[src/rtl/snc_pkg.sv]
`timescale 1ns/1ps
package snc_pkg;

  localparam int unsigned BASE_AW   = 24;
  localparam int unsigned BANK_W    = 2;
  localparam int unsigned FULL_AW   = BASE_AW + BANK_W;
  localparam int unsigned REPLY_MAX = 5;
  localparam int unsigned NEED_W    = 4;

  localparam logic [7:0] OP_NOP        = 8'h00;
  localparam logic [7:0] OP_STAT_WR    = 8'h01;
  localparam logic [7:0] OP_PROG       = 8'h02;
  localparam logic [7:0] OP_RD         = 8'h03;
  localparam logic [7:0] OP_WR_DIS     = 8'h04;
  localparam logic [7:0] OP_STAT_RD    = 8'h05;
  localparam logic [7:0] OP_WR_EN      = 8'h06;
  localparam logic [7:0] OP_RD_FAST    = 8'h0B;
  localparam logic [7:0] OP_ERASE_4K   = 8'h20;
  localparam logic [7:0] OP_PROG_X4    = 8'h32;
  localparam logic [7:0] OP_RD_X2OUT   = 8'h3B;
  localparam logic [7:0] OP_ERASE_32K  = 8'h52;
  localparam logic [7:0] OP_ARM_RST    = 8'h66;
  localparam logic [7:0] OP_RD_X4OUT   = 8'h6B;
  localparam logic [7:0] OP_DO_RST     = 8'h99;
  localparam logic [7:0] OP_ID_RD      = 8'h9F;
  localparam logic [7:0] OP_PROG_X2    = 8'hA2;
  localparam logic [7:0] OP_RD_X2IO    = 8'hBB;
  localparam logic [7:0] OP_BANK_WR    = 8'hC5;
  localparam logic [7:0] OP_CHIP_ERASE = 8'hC7;
  localparam logic [7:0] OP_BANK_RD    = 8'hC8;
  localparam logic [7:0] OP_ERASE_SECT = 8'hD8;
  localparam logic [7:0] OP_RD_X4IO    = 8'hEB;

  typedef enum logic [2:0] {
    ST_IDLE, ST_COLLECT, ST_STREAM, ST_PROGRAM, ST_REPLY
  } seq_state_e;

  typedef enum logic [1:0] {
    ER_4K = 2'd0, ER_32K = 2'd1, ER_SECT = 2'd2, ER_CHIP = 2'd3
  } erase_kind_e;

  typedef enum logic [1:0] {
    RSRC_STATUS, RSRC_ID, RSRC_BANK
  } reply_src_e;

  // Actions taken on an opcode byte seen in idle.
  typedef struct packed {
    logic              collect;
    logic [NEED_W-1:0] need;
    logic              wel_set;
    logic              wel_clr;
    logic              reply;
    reply_src_e        src;
    logic              chip_erase;
    logic              arm;
    logic              soft_rst;
  } op_dec_t;

  // Actions taken when the last trailing byte arrives.
  typedef struct packed {
    logic        to_stream;
    logic        to_program;
    logic        erase;
    erase_kind_e kind;
    logic        wel_clr;
    logic        bank_load;
  } fin_dec_t;

endpackage

[src/rtl/snc_decode.sv]
`timescale 1ns/1ps
module snc_decode
  import snc_pkg::*;
#(
  parameter bit WIDE_VENDOR = 1'b0
) (
  input  logic [7:0] opc,
  input  logic       wel,
  input  logic       rst_armed,
  input  logic [7:0] cmd,
  output op_dec_t    dec,
  output fin_dec_t   fin
);

  // Trailing byte counts of the I/O-mode reads depend on the ID vendor byte.
  localparam logic [NEED_W-1:0] NEED_X2IO = WIDE_VENDOR ? NEED_W'(4) : NEED_W'(5);
  localparam logic [NEED_W-1:0] NEED_X4IO = WIDE_VENDOR ? NEED_W'(6) : NEED_W'(8);

  always_comb begin
    dec = '0;
    dec.src = RSRC_STATUS;
    unique case (opc)
      OP_RD, OP_PROG, OP_PROG_X2, OP_PROG_X4,
      OP_ERASE_4K, OP_ERASE_32K, OP_ERASE_SECT: begin
        dec.collect = 1'b1;
        dec.need    = NEED_W'(3);
      end
      OP_RD_FAST, OP_RD_X2OUT, OP_RD_X4OUT: begin
        dec.collect = 1'b1;
        dec.need    = NEED_W'(4);
      end
      OP_RD_X2IO: begin
        dec.collect = 1'b1;
        dec.need    = NEED_X2IO;
      end
      OP_RD_X4IO: begin
        dec.collect = 1'b1;
        dec.need    = NEED_X4IO;
      end
      OP_STAT_WR, OP_BANK_WR: begin
        dec.collect = wel;
        dec.need    = NEED_W'(1);
      end
      OP_WR_DIS:     dec.wel_clr = 1'b1;
      OP_WR_EN:      dec.wel_set = 1'b1;
      OP_STAT_RD: begin
        dec.reply = 1'b1;
        dec.src   = RSRC_STATUS;
      end
      OP_ID_RD: begin
        dec.reply = 1'b1;
        dec.src   = RSRC_ID;
      end
      OP_BANK_RD: begin
        dec.reply = 1'b1;
        dec.src   = RSRC_BANK;
      end
      OP_CHIP_ERASE: dec.chip_erase = wel;
      OP_ARM_RST:    dec.arm        = 1'b1;
      OP_DO_RST:     dec.soft_rst   = rst_armed;
      default:       dec = dec;
    endcase
  end

  always_comb begin
    fin = '0;
    fin.kind = ER_4K;
    unique case (cmd)
      OP_PROG, OP_PROG_X2, OP_PROG_X4: fin.to_program = 1'b1;
      OP_RD, OP_RD_FAST, OP_RD_X2OUT, OP_RD_X4OUT,
      OP_RD_X2IO, OP_RD_X4IO:          fin.to_stream = 1'b1;
      OP_ERASE_4K: begin
        fin.erase = 1'b1;
        fin.kind  = ER_4K;
      end
      OP_ERASE_32K: begin
        fin.erase = 1'b1;
        fin.kind  = ER_32K;
      end
      OP_ERASE_SECT: begin
        fin.erase = 1'b1;
        fin.kind  = ER_SECT;
      end
      OP_STAT_WR: fin.wel_clr   = 1'b1;
      OP_BANK_WR: fin.bank_load = 1'b1;
      default:    fin = fin;
    endcase
  end

endmodule

[src/rtl/snc_collect.sv]
`timescale 1ns/1ps
module snc_collect
  import snc_pkg::*;
#(
  parameter int unsigned ADDR_BYTES = 3
) (
  input  logic              clk,
  input  logic              rst_n,
  input  logic              clear,
  input  logic              start,
  input  logic [NEED_W-1:0] need_in,
  input  logic              take,
  input  logic [7:0]        byte_in,
  output logic              done,
  output logic [7:0]        abyte [ADDR_BYTES]
);

  logic [NEED_W-1:0] cnt_q, need_q;
  logic [7:0]        cap_q [ADDR_BYTES];

  assign done = take && ((cnt_q + NEED_W'(1)) == need_q);

  always_ff @(posedge clk or negedge rst_n) begin
    if (!rst_n) begin
      cnt_q  <= '0;
      need_q <= '0;
    end else if (clear) begin
      cnt_q  <= '0;
      need_q <= '0;
    end else if (start) begin
      cnt_q  <= '0;
      need_q <= need_in;
    end else if (take) begin
      cnt_q  <= cnt_q + NEED_W'(1);
    end
  end

  // One capture register per address byte; the byte arriving now is
  // forwarded so the address is complete in the cycle of the last byte.
  for (genvar g = 0; g < ADDR_BYTES; g++) begin : g_cap
    logic hit;
    assign hit = take && (cnt_q == NEED_W'(g));
    always_ff @(posedge clk or negedge rst_n) begin
      if (!rst_n)   cap_q[g] <= '0;
      else if (hit) cap_q[g] <= byte_in;
    end
    assign abyte[g] = hit ? byte_in : cap_q[g];
  end

  assert_collect_clear_R11: assert property (@(posedge clk) disable iff (!rst_n)
    clear |=> (cnt_q == '0 && need_q == '0));

endmodule

[src/rtl/snc_reply.sv]
`timescale 1ns/1ps
module snc_reply #(
  parameter int unsigned MAXB = 5,
  localparam int unsigned CW  = $clog2(MAXB + 1),
  localparam int unsigned DEP = 1 << CW
) (
  input  logic            clk,
  input  logic            rst_n,
  input  logic            clear,
  input  logic            load,
  input  logic [CW-1:0]   load_len,
  input  logic [MAXB*8-1:0] load_data,
  input  logic            adv,
  output logic [7:0]      byte_out,
  output logic            last
);

  logic [CW-1:0] pos_q, len_q;
  logic [7:0]    buf_q [DEP];

  assign last     = (pos_q + CW'(1)) == len_q;
  assign byte_out = buf_q[pos_q];

  always_ff @(posedge clk or negedge rst_n) begin
    if (!rst_n) begin
      pos_q <= '0;
      len_q <= '0;
    end else if (clear) begin
      pos_q <= '0;
      len_q <= '0;
    end else if (load) begin
      pos_q <= '0;
      len_q <= load_len;
    end else if (adv) begin
      if (last) begin
        pos_q <= '0;
        len_q <= '0;
      end else begin
        pos_q <= pos_q + CW'(1);
      end
    end
  end

  for (genvar g = 0; g < DEP; g++) begin : g_buf
    if (g < MAXB) begin : g_live
      always_ff @(posedge clk or negedge rst_n) begin
        if (!rst_n)     buf_q[g] <= '0;
        else if (load)  buf_q[g] <= load_data[8*g +: 8];
      end
    end else begin : g_pad
      assign buf_q[g] = '0;
    end
  end

  assert_reply_pos_R7: assert property (@(posedge clk) disable iff (!rst_n)
    (len_q != '0) |-> (pos_q < len_q));

endmodule

[src/rtl/spi_nor_cmd_seq.sv]
`timescale 1ns/1ps
module spi_nor_cmd_seq
  import snc_pkg::*;
#(
  parameter int unsigned SIZE_LOG2 = 25,
  parameter logic [23:0] JEDEC_ID  = 24'h20BA19,
  parameter logic [15:0] EXT_ID    = 16'h10A5
) (
  input  logic               clk,
  input  logic               rst_n,
  input  logic               frame_start,
  input  logic               rx_valid,
  input  logic [7:0]         rx_byte,
  output logic [7:0]         tx_byte,
  output logic [FULL_AW-1:0] mem_rd_addr,
  input  logic [7:0]         mem_rd_data,
  output logic               prog_valid,
  output logic [FULL_AW-1:0] prog_addr,
  output logic [7:0]         prog_data,
  output logic               erase_valid,
  output logic [1:0]         erase_kind,
  output logic [FULL_AW-1:0] erase_addr
);

  localparam int unsigned AW  = FULL_AW;
  localparam int unsigned RCW = $clog2(REPLY_MAX + 1);
  localparam logic [AW-1:0] SIZE_MASK = AW'((64'd1 << SIZE_LOG2) - 64'd1);
  localparam bit WIDE = (JEDEC_ID[23:16] == 8'hEF) || (JEDEC_ID[23:16] == 8'h01);
  localparam int unsigned ID_LEN = (EXT_ID != 16'h0) ? 5 : 3;
  localparam logic [REPLY_MAX*8-1:0] ID_BYTES =
    {EXT_ID[7:0], EXT_ID[15:8], JEDEC_ID[7:0], JEDEC_ID[15:8], JEDEC_ID[23:16]};

  seq_state_e  st_q, st_d;
  logic [7:0]  cmd_q, cmd_d, ear_q, ear_d;
  logic        wel_q, wel_d, arm_q, arm_d;
  logic [AW-1:0] addr_q, addr_d;
  logic        pv_q, pv_d, ev_q, ev_d;
  logic [AW-1:0] pa_q, pa_d, ea_q, ea_d;
  logic [7:0]  pd_q, pd_d;
  erase_kind_e ek_q, ek_d;

  op_dec_t  dec;
  fin_dec_t fin;
  logic     coll_start, coll_take, coll_done, soft_clr;
  logic [7:0] abyte [3];
  logic     rep_load, rep_adv, rep_last;
  logic [RCW-1:0] rep_len;
  logic [REPLY_MAX*8-1:0] rep_data;
  logic [7:0] rep_byte;
  logic [AW-1:0] cmd_addr;

  snc_decode #(.WIDE_VENDOR(WIDE)) u_dec (
    .opc(rx_byte), .wel(wel_q), .rst_armed(arm_q), .cmd(cmd_q),
    .dec(dec), .fin(fin)
  );

  snc_collect #(.ADDR_BYTES(3)) u_col (
    .clk(clk), .rst_n(rst_n), .clear(frame_start | soft_clr),
    .start(coll_start), .need_in(dec.need), .take(coll_take),
    .byte_in(rx_byte), .done(coll_done), .abyte(abyte)
  );

  snc_reply #(.MAXB(REPLY_MAX)) u_rep (
    .clk(clk), .rst_n(rst_n), .clear(frame_start | soft_clr),
    .load(rep_load), .load_len(rep_len), .load_data(rep_data),
    .adv(rep_adv), .byte_out(rep_byte), .last(rep_last)
  );

  assign cmd_addr = AW'({abyte[0], abyte[1], abyte[2]})
                  + {ear_q[BANK_W-1:0], BASE_AW'(0)};

  always_comb begin
    st_d = st_q;  cmd_d = cmd_q;  wel_d = wel_q;  arm_d = arm_q;
    ear_d = ear_q;  addr_d = addr_q;
    pv_d = 1'b0;  pa_d = pa_q;  pd_d = pd_q;
    ev_d = 1'b0;  ek_d = ek_q;  ea_d = ea_q;
    coll_start = 1'b0;  coll_take = 1'b0;  soft_clr = 1'b0;
    rep_load = 1'b0;  rep_adv = 1'b0;  rep_len = '0;  rep_data = '0;
    if (frame_start) begin
      st_d = ST_IDLE;
    end else if (rx_valid) begin
      unique case (st_q)
        ST_IDLE: begin
          cmd_d = rx_byte;
          if (rx_byte != OP_DO_RST) arm_d = 1'b0;
          if (dec.arm)     arm_d = 1'b1;
          if (dec.wel_set) wel_d = 1'b1;
          if (dec.wel_clr) wel_d = 1'b0;
          if (dec.collect) begin
            coll_start = 1'b1;
            st_d = ST_COLLECT;
          end
          if (dec.reply) begin
            rep_load = 1'b1;
            st_d = ST_REPLY;
            unique case (dec.src)
              RSRC_STATUS: begin
                rep_len = RCW'(1);
                rep_data[7:0] = {6'b0, wel_q, 1'b0};
              end
              RSRC_BANK: begin
                rep_len = RCW'(1);
                rep_data[7:0] = ear_q;
              end
              default: begin
                rep_len = RCW'(ID_LEN);
                rep_data = ID_BYTES;
              end
            endcase
          end
          if (dec.chip_erase) begin
            ev_d = 1'b1;
            ek_d = ER_CHIP;
            ea_d = '0;
          end
          if (dec.soft_rst) begin
            cmd_d = OP_NOP;  addr_d = '0;  ear_d = '0;
            wel_d = 1'b0;  arm_d = 1'b0;  st_d = ST_IDLE;
            soft_clr = 1'b1;
          end
        end
        ST_COLLECT: begin
          coll_take = 1'b1;
          if (coll_done) begin
            addr_d = cmd_addr;
            st_d = ST_IDLE;
            if (fin.to_stream)  st_d = ST_STREAM;
            if (fin.to_program) st_d = ST_PROGRAM;
            if (fin.erase && wel_q) begin
              ev_d = 1'b1;
              ek_d = fin.kind;
              ea_d = cmd_addr;
            end
            if (fin.wel_clr)   wel_d = 1'b0;
            if (fin.bank_load) ear_d = abyte[0];
          end
        end
        ST_STREAM:  addr_d = (addr_q + AW'(1)) & SIZE_MASK;
        ST_PROGRAM: begin
          pv_d = 1'b1;
          pa_d = addr_q;
          pd_d = rx_byte;
          addr_d = addr_q + AW'(1);
        end
        ST_REPLY: begin
          rep_adv = 1'b1;
          if (rep_last) st_d = ST_IDLE;
        end
        default: st_d = ST_IDLE;
      endcase
    end
  end

  always_ff @(posedge clk or negedge rst_n) begin
    if (!rst_n) begin
      st_q <= ST_IDLE;  cmd_q <= OP_NOP;  wel_q <= 1'b0;  arm_q <= 1'b0;
      ear_q <= '0;  addr_q <= '0;
      pv_q <= 1'b0;  pa_q <= '0;  pd_q <= '0;
      ev_q <= 1'b0;  ek_q <= ER_4K;  ea_q <= '0;
    end else begin
      st_q <= st_d;  cmd_q <= cmd_d;  wel_q <= wel_d;  arm_q <= arm_d;
      ear_q <= ear_d;  addr_q <= addr_d;
      pv_q <= pv_d;  ev_q <= ev_d;
      if (pv_d) begin
        pa_q <= pa_d;
        pd_q <= pd_d;
      end
      if (ev_d) begin
        ek_q <= ek_d;
        ea_q <= ea_d;
      end
    end
  end

  always_comb begin
    unique case (st_q)
      ST_STREAM: tx_byte = mem_rd_data;
      ST_REPLY:  tx_byte = rep_byte;
      default:   tx_byte = 8'h00;
    endcase
  end

  assign mem_rd_addr = addr_q;
  assign prog_valid  = pv_q;
  assign prog_addr   = pa_q;
  assign prog_data   = pd_q;
  assign erase_valid = ev_q;
  assign erase_kind  = ek_q;
  assign erase_addr  = ea_q;

  assert_erase_gated_R9: assert property (@(posedge clk) disable iff (!rst_n)
    erase_valid |-> $past(wel_q));

  assert_frame_idle_R11: assert property (@(posedge clk) disable iff (!rst_n)
    frame_start |=> (st_q == ST_IDLE));

  assert_stream_step_R4: assert property (@(posedge clk) disable iff (!rst_n)
    (st_q == ST_STREAM && rx_valid && !frame_start)
      |=> (mem_rd_addr == (($past(mem_rd_addr) + AW'(1)) & SIZE_MASK)));

  assert_req_exclusive_R5: assert property (@(posedge clk) disable iff (!rst_n)
    $onehot0({prog_valid, erase_valid}));

  assert_soft_reset_R10: assert property (@(posedge clk) disable iff (!rst_n)
    (st_q == ST_IDLE && rx_valid && !frame_start && rx_byte == OP_DO_RST && arm_q)
      |=> (!wel_q && ear_q == 8'h00 && mem_rd_addr == '0));

endmodule

[config.mk]
export PLATFORM = sky130hd
export DESIGN_NAME = spi_nor_cmd_seq
export DESIGN_NICKNAME = d
export VERILOG_FILES = /design/src/rtl/snc_pkg.sv /design/src/rtl/snc_decode.sv /design/src/rtl/snc_collect.sv /design/src/rtl/snc_reply.sv /design/src/rtl/spi_nor_cmd_seq.sv
export SDC_FILE = /design/constraint.sdc
export NUM_CORES = 1
export LEC_CHECK = 0
export ABC_AREA = 1
export BUFFER_PORTS_ARGS = -buffer_cell sky130_fd_sc_hd__buf_2
export CAP_MARGIN = 20
export CELL_PAD_IN_SITES_DETAIL_PLACEMENT = 1
export CELL_PAD_IN_SITES_GLOBAL_PLACEMENT = 1
export CORE_MARGIN = 2
export CORE_UTILIZATION = 38
export CTS_CLUSTER_DIAMETER = 100
export DETAILED_ROUTE_END_ITERATION = 8
export GPL_TIMING_DRIVEN = 0
export PLACE_DENSITY = 0.84
export RECOVER_POWER = 50
export SLEW_MARGIN = 20
export SYNTH_ARGS = -nofsm -noshare
export SYNTH_HDL_FRONTEND = slang
export SYNTH_SLANG_ARGS = --single-unit
[constraint.sdc]
create_clock -name clk -period 2.05 [get_ports clk]
set_input_delay 0.41 -clock clk [delete_from_list [all_inputs] [get_ports clk]]
set_output_delay 0.41 -clock clk [all_outputs]
set_load 0.01 [all_outputs]
# After elaboration in Yosys (flattened, before gate mapping)
# Index checks and enable logic that the tools add are counted.
# W data, S select, Z words.
dict set report op_classes {
  reduce_logical 32
  bitwise_logic 3
  order_cmp 1
  eq_ne 57
  n_mux 104
  addsub 4
}
# operator n
set ops {}
lappend ops {{$mux W40} 4}
lappend ops {{$mux W26} 5}
lappend ops {{$eq A8 B8 Y1 const B} 14}
lappend ops {{$pmux W26 S4} 1}
lappend ops {{$mux W8} 9}
lappend ops {{$mux W3} 20}
lappend ops {{$pmux W26 S2} 1}
lappend ops {{$eq A8 B6 Y1 const B} 6}
lappend ops {{$pmux W8 S2} 3}
lappend ops {{$mux W1} 43}
lappend ops {{$eq A8 B7 Y1 const B} 5}
lappend ops {{$eq A8 B2 Y1 const B} 4}
lappend ops {{$mux W32} 1}
lappend ops {{$add A24 B26 Y26} 1}
lappend ops {{$add A26 B1 Y26 const B} 1}
lappend ops {{$pmux W5 S5} 1}
lappend ops {{$bmux W8 S3} 1}
lappend ops {{$eq A8 B3 Y1 const B} 3}
lappend ops {{$mux W4} 5}
lappend ops {{$pmux W3 S3} 2}
lappend ops {{$eq A8 B1 Y1 const B} 2}
lappend ops {{$eq A8 B4 Y1 const B} 2}
lappend ops {{$ne A2 B2 Y1 const B} 6}
lappend ops {{$pmux W3 S4} 1}
lappend ops {{39 further kinds} 60}
dict set report word_totals {
  register_bits 189
  inputBits 20
}

# Logic depth before layout (Yosys ltp)
# Gate-level depths: netlist of run 1.
dict set report logic_depth {
  depth_word 11
  mapped_depth 14
  ltp_nobuf 13
}

# Hierarchy
# From an unflattened synthesis of run 1, not the netlist that was laid out.
dict set report unflattened {
  hier_cells 1237
  area_unflattened_um2 9703.1
}
# mod area_each_um2 seq_area_each_um2 cells_each instances
set by_module_without_submodules {}
lappend by_module_without_submodules {spi_nor_cmd_seq 5529.1 2777.7 718 1}
lappend by_module_without_submodules {snc_reply 2175.8 1151.1 244 1}
lappend by_module_without_submodules {snc_collect 1451.4 800.8 154 1}
lappend by_module_without_submodules {snc_decode 546.8 0.0 121 1}

# Least setup slack after synthesis of run 1
# Ideal clock, no wire load.
dict set report synth_timing {
  kind {register to register}
  from {reg u_col.cnt_q[0]}
  to {reg ea_q[18], in the netlist erase_addr[18]}
  slack_ns 0.029
  n_path_buf 2
  arrival_time_ns 1.904
  setup_time_ns 0.117
  stages_incl_launch_ff 14
  cell_sequence {dfrtp_1 -> inv_1 -> ha_1 -> xor2_1 -> nor2_1 -> nand2_1 -> nor2_1 -> nand2_1 -> o21ai_2 -> nand2_1 -> buf_2 -> buf_6 -> nand2_1 -> nand2_1}
}
dict set report synth_via {
  elab_chain_len 8
  word_cells_on_any_way 22
  cone_classes {add/sub: 2; eq/ne: 4; mux: 10; reduce/logical: 6}
}
# item line_no
set synth_rtl {}
lappend synth_rtl {{from (decl)} snc_collect.sv:18} ;# logic [NEED_W-1:0] cnt_q, need_q;
lappend synth_rtl {{from (signal assigned)} snc_collect.sv:34} ;# cnt_q <= cnt_q + NEED_W'(1);
lappend synth_rtl {{branches (longest 8 deep; another with $add A24 B26 Y26)} --}
lappend synth_rtl {{to (signal assigned)} spi_nor_cmd_seq.sv:159} ;# ev_q <= 1'b0; ek_q <= ER_4K; ea_q <= '0;
lappend synth_rtl {{to (signal assigned)} spi_nor_cmd_seq.sv:170} ;# ea_q <= ea_d;
lappend synth_rtl {{to (decl)} spi_nor_cmd_seq.sv:38} ;# logic [AW-1:0] pa_q, pa_d, ea_q, ea_d;
# Parallel ways; which one is timed is not known. The select of a mux whose other input is x is not followed.
# A chain may end at the register's enable or synchronous reset.

# Worst setup path in the final report of run 1
dict set report layout_timing {
  from {reg addr_q[7], in the netlist mem_rd_addr[7]}
  to {reg addr_q[25], in the netlist mem_rd_addr[25]}
}
dict set report layout_via {
  elab_chain_len 2
}
# item line_no
set layout_rtl {}
lappend layout_rtl {{from (decl)} spi_nor_cmd_seq.sv:36} ;# logic [AW-1:0] addr_q, addr_d;
lappend layout_rtl {{from (signal assigned)} spi_nor_cmd_seq.sv:162} ;# ear_q <= ear_d; addr_q <= addr_d;
lappend layout_rtl {{$add A26 B1 Y26} spi_nor_cmd_seq.sv:143} ;# addr_d = addr_q + AW'(1);
lappend layout_rtl {{$pmux W26 S4} spi_nor_cmd_seq.sv:82} ;# unique case (st_q)
# No other way between the ends.

==> run summary, run 1 <==
The logs give 8989 for the total via count after detailed routing and 6 for the detailed-router iteration count before antenna repair. The final worst-path setup slack was -0.301 ns; the ratio of routed vias to standard cells was 5.88. The tools report the net count reported at finish as 1274. The total setup violations reported at the end of the flow was 76. The final clock period utilization by the worst path is 1.15.

By startpoint and endpoint, the worst setup path is classified as flop to flop. The tools report the max-slew headroom at the worst pin as 0.260. The library cells used most frequently in the layout, excluding fill and tap cells, are sky130_fd_sc_hd__nand2_1 (247), sky130_fd_sc_hd__dfrtp_1 (150), sky130_fd_sc_hd__inv_1 (79).

The share of the synthesized area in the top cell type works out to 0.497. Counting the buffers created by CTS gives 17. The ratio of cells with drive above 1 in the final layout is 0.317.

The checks that failed: setup timing. For this run, the top clock speed supported by timing is 425 MHz. The H-tree generated during clock tree synthesis spans 4 levels. Category of the worst setup path launch point: a flop.

Leakage dissipation: 0.00555 µW. No sink is reached through more buffers than the 2 on the longest clock path. Detailed placement finished with a half-perimeter wire length of 19200 µm.

The number of antenna diodes in the final layout is 0. The total overflow reported by the global router was 0. The most common cell after layout, fill and taps aside is sky130_fd_sc_hd__nand2_1.

The mean instance size in the synthesized netlist came out at 7.69 µm². Measured along the x axis, the die boundary spans 148 µm. Timing analysis after detailed placement gives a worst setup slack of -0.578 ns. The run gives 0 as the total of max-cap violations.

Clock-pin slew was measured on the worst setup and hold paths at 0.06 ns. Summing every instance area after synthesis gives 7910 µm². The standard-cell row count was 52.

The logs give 0 for the total count of max-transition violations in the final report and 2.38 ns for the worst endpoint required time. The peak supply drop was 0.650 mV; the biggest fanout along the worst timing path was 5. After detailed routing, the number of remaining DRC violations is 0. The height of the die came out at 148 µm.

The cell taking the most area after synthesis is sky130_fd_sc_hd__dfrtp_1. The fraction of registers with async set/reset was 1.00. In the post-synthesis netlist, the biggest area contributors are sky130_fd_sc_hd__dfrtp_1 (50%), sky130_fd_sc_hd__nand2_1 (17%), sky130_fd_sc_hd__o21ai_0 (8.7%).

For the worst-skew pair, the clock arrives at the later sink with an insertion delay of 0.45 ns. The first global-routing pass estimated 47700 µm of wire. The worst setup path is captured at a flop. The routed length per instance is 24.5 µm, and the number of unique standard cell types used by synthesis is 40. The logs give 0 for the final hold violation count and 0.909 for the placer's final routability congestion estimate. After the flow finishes, the layout carries non-filler instances totaling 1529.

The number of global-route vias before repair is 8898, and the count of port buffers added during placement is 117. Synthesis handed over a netlist of 1029 instances. The type of the worst min-delay path is primary input to flop. The number of nets in the synthesized netlist is 1055, and the time the worst path needs with I/O delays and setup is 2.35 ns. The logs give 691 for the DRC marker count from the first detailed-route iteration and 85 for the largest net degree at the start of global routing.

The power per cell area is 801 nW/µm². Clock skew on the completed layout was measured at 0.0109 ns. The total of flip-flops plus latches after synthesis is 157.

TritonCTS built the clock tree. The logs give 0.277 for the all-layer global routing usage and 157 for the number of clock sinks seen by CTS. After detailed routing, the total wire length is 37400 µm. The sequential cell area fraction in the yosys report was 0.497; the count of flip-flops with a built-in enable after synthesis was 0. The die covers 22000 µm². The tools report the cell at the root of the clock tree as sky130_fd_sc_hd__clkbuf_16.

The overall power was 9090 µW. In this run the remaining antenna-violating nets after routing total 0. After floorplanning, the core was sized to cover 20400 µm². The worst endpoint data arrival time was 2.68 ns. Post-synthesis to final-layout area growth: 43.4%. Among all flip-flop cells after synthesis, the most frequent one is sky130_fd_sc_hd__dfrtp_1. Count of pins on the block boundary: 118. Yosys printed 0 warnings. For the pin with the worst max-slew slack, the measured transition is 1.11 ns. For the initial cell density of the core, the log shows 0.389. The number of placed cells counting well taps is 1417.

The flow ran to the end, but the final reports show violations. The number of antenna violations at the first check in global routing came out at 0. Setup repair after global routing could not meet its margin everywhere.
==> critical path, stage by stage, from the launching register on <==
cell and delay [ns]:
sky130_fd_sc_hd__dfrtp_1 0.41, sky130_fd_sc_hd__nand2_1 0.22, sky130_fd_sc_hd__nor2_1 0.24, sky130_fd_sc_hd__nor3b_1 0.69, sky130_fd_sc_hd__nand3_1 0.23, sky130_fd_sc_hd__nand3_1 0.15
sky130_fd_sc_hd__o21ai_0 0.15, sky130_fd_sc_hd__nand2_4 0.09, sky130_fd_sc_hd__o21ai_2 0.05
==> final cells by class <==
cell class / count / area (µm²)
Buffer: 29 / 280
Clock buffer: 25 / 485
Clock inverter: 5 / 58.8
Fill cell: 2432 / 9020
Inverter: 98 / 417
Multi-Input combinational cell: 743 / 4390
Sequential cell: 157 / 3940
Tap cell: 270 / 338
Timing Repair Buffer: 201 / 1430
Timing Repair inverter: 1 / 16.3
==> sequential cells by signal (all words and copies together), names as in the netlist, 3 cells and up <==
register and count:
prog_addr 26, prog_data 8, cmd_q 8, erase_addr 26
u_col.cnt_q 4, u_col.need_q 4, u_rep.pos_q 3, u_col.cap_q 24
u_rep.buf_q 9, mem_rd_addr 26, ear_q 8, st_q 3
==> cells in the mapped netlist (2+ instances only) <==
cell / n
sky130_fd_sc_hd__inv_2: 5
sky130_fd_sc_hd__nand3b_1: 27
sky130_fd_sc_hd__buf_4: 4
sky130_fd_sc_hd__nand4_1: 13
sky130_fd_sc_hd__o21ai_1: 5
sky130_fd_sc_hd__o21ai_2: 3
sky130_fd_sc_hd__o31ai_1: 4
sky130_fd_sc_hd__nor2_1: 69
sky130_fd_sc_hd__buf_6: 3
sky130_fd_sc_hd__xnor2_1: 4
sky130_fd_sc_hd__nand3_1: 57
sky130_fd_sc_hd__a21oi_1: 16
sky130_fd_sc_hd__o21ai_0: 138
sky130_fd_sc_hd__nand2_1: 349
sky130_fd_sc_hd__nand2_2: 2
sky130_fd_sc_hd__nor3_1: 24
sky130_fd_sc_hd__dfrtp_1: 157
sky130_fd_sc_hd__inv_1: 93
sky130_fd_sc_hd__ha_1: 6
sky130_fd_sc_hd__clkbuf_1: 16
sky130_fd_sc_hd__buf_1: 2
sky130_fd_sc_hd__o22ai_1: 4
sky130_fd_sc_hd__xor2_1: 3
sky130_fd_sc_hd__a32o_1: 2
sky130_fd_sc_hd__or2_2: 2
sky130_fd_sc_hd__buf_2: 7
==> stage by stage <==
| stage | instance area [µm²] | hold slack [ns] | setup TNS [ns] | util |
|---|---|---|---|---|
| 2_1_floorplan | 7910 | 0.114 | 0 | - |
| 3_3_place_gp | 8840 | 0.452 | -325.66 | 0.434 |
| 3_5_place_dp | 8870 | 0.421 | -41.16 | 0.436 |
| 4_1_cts | 10200 | 0.273 | -2.00 | 0.502 |
| 5_1_grt | 11300 | 0.306 | -17.37 | 0.557 |
| 6_report | 11300 | 0.281 | -13.26 | 0.557 |
==> power breakdown <==
group	switching (µW)	total [µW]	internal, µW
clock network	1370	3120	1760
registers	482	3890	3410
logic	1440	2080	641
==> final timing paths <==
| kind | start | end | slack, ns | depth (start not counted) |
|---|---|---|---|---|
| max | mem_rd_addr[7]$_DFFE_PN0P_ | mem_rd_addr[25]$_DFFE_PN0P_ | -0.30 | 8 |
| min | rx_byte[6] | cmd_q[6]$_DFFE_PN0P_ | 0.28 | 3 |
| max reg2reg | mem_rd_addr[7]$_DFFE_PN0P_ | mem_rd_addr[25]$_DFFE_PN0P_ | -0.30 | 8 |
| min reg2reg | prog_addr[2]$_DFFE_PN0P_ | prog_addr[2]$_DFFE_PN0P_ | 0.49 | 2 |
| max in group asynchronous | rst_n | mem_rd_addr[11]$_DFFE_PN0P_ | 0.31 | 3 |
| min in group asynchronous | rst_n | wel_q$_DFFE_PN0P_ | 0.72 | 2 |
==> logic make-up (layout without fill, tap and decap cells) <==
kind of cell	Yosys count	after routing	synth area share
buffers and inverters	130	359	0.0675
AOI/OAI and AO/OA	178	178	0.120
and+or+nand+nor	551	552	0.299
DFF	157	157	0.497
adders and majority gates	6	6	0.00949
xor gates and xnor gates	7	7	0.00775
==> repair_timing <==
action	CTS	global route
endpoints found under the hold margin	73	0
resized for setup	118	305
setup buffers	39	35
pin swaps	36	48
setup endpoints to repair	137	114
cloned	7	7
hold buffers	1	0
==> routing by layer <==
layer | track usage | wire length, µm | vias to the layer above
li1 | - | - | 3801
met1 | 0.344 | 13900 | 4449
met2 | 0.465 | 18400 | 534
met3 | 0.0433 | 2570 | 205
met4 | 0.149 | 2610 | 0
met5 | 0 | 0 | -
(Power assumes the default switching activity.)
==> run 2, diff against run 1 <==
- CTS_CLUSTER_SIZE: unset -> 14
- clock period: 2.05 -> 2.1 ns (I/O delays scaled with it)
==> run 2 against run 1 <==
Effect of this change: the flow still finishes with violations (setup timing); clock skew hardly changed; global-route usage down 1.2 points; hold slack better by 0.012 ns; worst setup slack improved by 0.14 ns; flip-flop and latch count stayed put; combinational power fell by 19%; non-clock buffer count fell by 26; via count is 5.9% lower; sequential share of layout area increased by 2.3 points; first-iteration DRC count is 14% higher; final cell count is 1.8% lower; power decreased by 7.3%; largest power group unchanged.
==> run summary, run 2 (synthesis gave the netlist of run 1 again) <==
The run finished, with violations left. The final reports fail on setup timing. After floorplanning, the core was sized to cover 20400 µm². The tree is rooted in a sky130_fd_sc_hd__clkbuf_16.

STA classifies the critical path endpoint as a flop. The final clock period utilization by the worst path was 1.08; the number of H-tree levels was 4. Counting along the longest clock path gives a buffer depth of 2.

The total overflow reported by the global router is 0, and the final worst-path setup slack is -0.158 ns. For this run, design rule violations remaining after detail routing come to 0. The met1 usage was 0.337; the aggregate routed wire length was 32200 µm. Before antenna repair, the detailed router went through 5 iterations.

The logs give 0 for the count of nets left with antenna violations after detail routing and 0.389 for the initial cell density of the core. Dividing total power by cell area gives a power density of 793 nW/µm². Between clock sinks in the finished design, the worst skew comes to 0.0110 ns. The type of the worst min-delay path was primary input to flop. In the layout the commonest cells are sky130_fd_sc_hd__nand2_1 (291), sky130_fd_sc_hd__dfrtp_1 (152), sky130_fd_sc_hd__o21ai_0 (104).

The largest net degree at the start of global routing came out at 85. The total count of max-transition violations in the final report was 0; the clock input transition at the sequential cells of the worst setup and hold paths was 0.06 ns. The number of antenna violations at the first check in global routing is 0. The DRC marker count from the first detailed-route iteration is 789, and the chip width is 148 µm. Leakage dissipation: 0.00503 µW.

After filler insertion, the fill cell instance count of the layout stands at 2484. For the worst setup path, the data required time is 2.41 ns. The later pin in the worst-skew pair is clocked with a latency of 0.44 ns. The met3 layer usage reported by global route came out at 0.0454. Total via count after detailed routing: 8457. Max-slew headroom at the worst pin: 0.283. Finished layout cell area: 10600 µm². After the last flow step, the layout net total stands at 1247. The ratio of cells with drive above 1 in the final layout is 0.216, and the total of max-cap violations is 0. The fmax is 443 MHz. For the first-pass GRT wire length, the log shows 45700 µm. The layer carrying the most global-route usage was met2. Leaving out fill and tap cells, the most frequent cell in the layout is sky130_fd_sc_hd__nand2_1.

After layout, the minimum clock period comes to 2.26 ns. For the count of antenna diodes in the layout, the log shows 0. The post-synthesis to final-layout area growth was 34.2%; the biggest fanout along the worst timing path was 8. The setup path with the least slack is of type primary input to flop.

The worst setup path is launched from a primary input. The final hold violation count was 0; the post-placement cell area was 8870 µm². Buffers placed on the I/O ports in this run total 117. After detailed placement, the design holds a cell count of 1417. The tree built by TritonCTS fans out to 157 sinks. The ratio of routed vias to standard cells works out to 5.63. The routing usage on met2 was 0.442; the number of buffers inserted during clock tree synthesis was 17. The standard-cell row count is 52, and the die outline area is 22000 µm². Across all register-to-register paths, the minimum setup slack is -0.10 ns. The count of pins on the block boundary was 118; the peak supply drop was 0.610 mV. The die is 148 µm tall. The logs give 2.57 ns for the worst endpoint data arrival time and 0.265 for the all-layer global routing usage. The non-filler instance count after layout is 1502. For the number of global-route vias before repair, the log shows 8614.

The transition time of the tightest slew-check pin was 1.08 ns. The post-route setup TNS is -1.94 ns. Final hold analysis gives a worst-case slack of 0.292 ns. The run gives 19200 µm as the half-perimeter wire length of the detailed placement result.

TritonCTS built the clock tree. Setup violations remaining at the end of the flow were counted as 43. Routability-driven placement finished with a final weighted congestion of 0.909. Setup repair after global routing could not meet its margin everywhere. After detailed routing, the average wire length per cell comes to 21.4 µm.
run 2: cell count changes in the layout (fill, tap and decap cells not counted), sizes merged:
cell and change:
buf -36, clkbuf +10, clkinvlp -5, inv +5, clkinv -1
run 2: stage by stage:
step / total power (µW) / utilization / setup WS (ns)
detailed placement: 5230 / 0.436 / -0.538
floorplan: 4520 / - / 0.0790
global route: 8760 / 0.521 / -0.254
global placement: 5170 / 0.434 / -1.84
CTS: 8260 / 0.492 / -0.147
finish: 8420 / 0.521 / -0.158
run 2: path summary, 6_finish.rpt:
path | start | to | depth (start not counted)
worst max-delay path | rx_byte[1] | ear_q[1]$_DFFE_PN0P_ | 11
worst min-delay path | rx_byte[6] | cmd_q[6]$_DFFE_PN0P_ | 3
worst max register to register | u_col.cnt_q[0]$_DFFE_PN0P_ | ear_q[1]$_DFFE_PN0P_ | 12
worst min register to register | u_col.cap_q[23]$_DFF_PN0_ | u_col.cap_q[23]$_DFF_PN0_ | 2
max in group asynchronous | rst_n | u_col.cap_q[15]$_DFF_PN0_ | 3
min in group asynchronous | rst_n | cmd_q[2]$_DFFE_PN0P_ | 2
run 2: final cells by class:
type	count	area (µm²)	share of cell area
multi-input combinational	743	3980	0.375
sequential	157	3940	0.371
buffer	29	279	0.0263
tap	270	338	0.0318
clock inverter	5	58.8	0.00554
inverter	98	393	0.0370
clock buffer	25	485	0.0457
timing repair buffer	175	1150	0.108
run 2: worst max-delay path, stage by stage:
cell                      delay (ns)
sky130_fd_sc_hd__buf_2          0.16
sky130_fd_sc_hd__inv_1          0.24
sky130_fd_sc_hd__nand2_1        0.16
sky130_fd_sc_hd__inv_1          0.13
sky130_fd_sc_hd__nand4_2        0.20
sky130_fd_sc_hd__nand2_1        0.22
sky130_fd_sc_hd__inv_1          0.13
sky130_fd_sc_hd__nor3_2         0.26
sky130_fd_sc_hd__nand3_4        0.18
sky130_fd_sc_hd__buf_6          0.17
sky130_fd_sc_hd__o21ai_0        0.28
run 2: repair_timing:
action / 4_1_cts / 5_1_grt
setup buffers: 30 / 17
resized for setup: 90 / 175
endpoints found under the hold margin: 71 / 0
setup endpoints to repair: 132 / 113
hold buffers: 1 / 0
gates cloned: 5 / 7
pin swaps: 23 / 24
run 2: where the power goes:
part / internal (µW) / switching (µW) / total (µW)
logic: 504 / 1180 / 1680
registers: 3320 / 403 / 3730
clock network: 1720 / 1300 / 3010
run 2: per-layer routing:
layer / vias to the layer above / part of all wire
met3: 132 / 0.057
met2: 375 / 0.50
met1: 4218 / 0.40
met5: - / 0
met4: 0 / 0.052
li1: 3732 / -
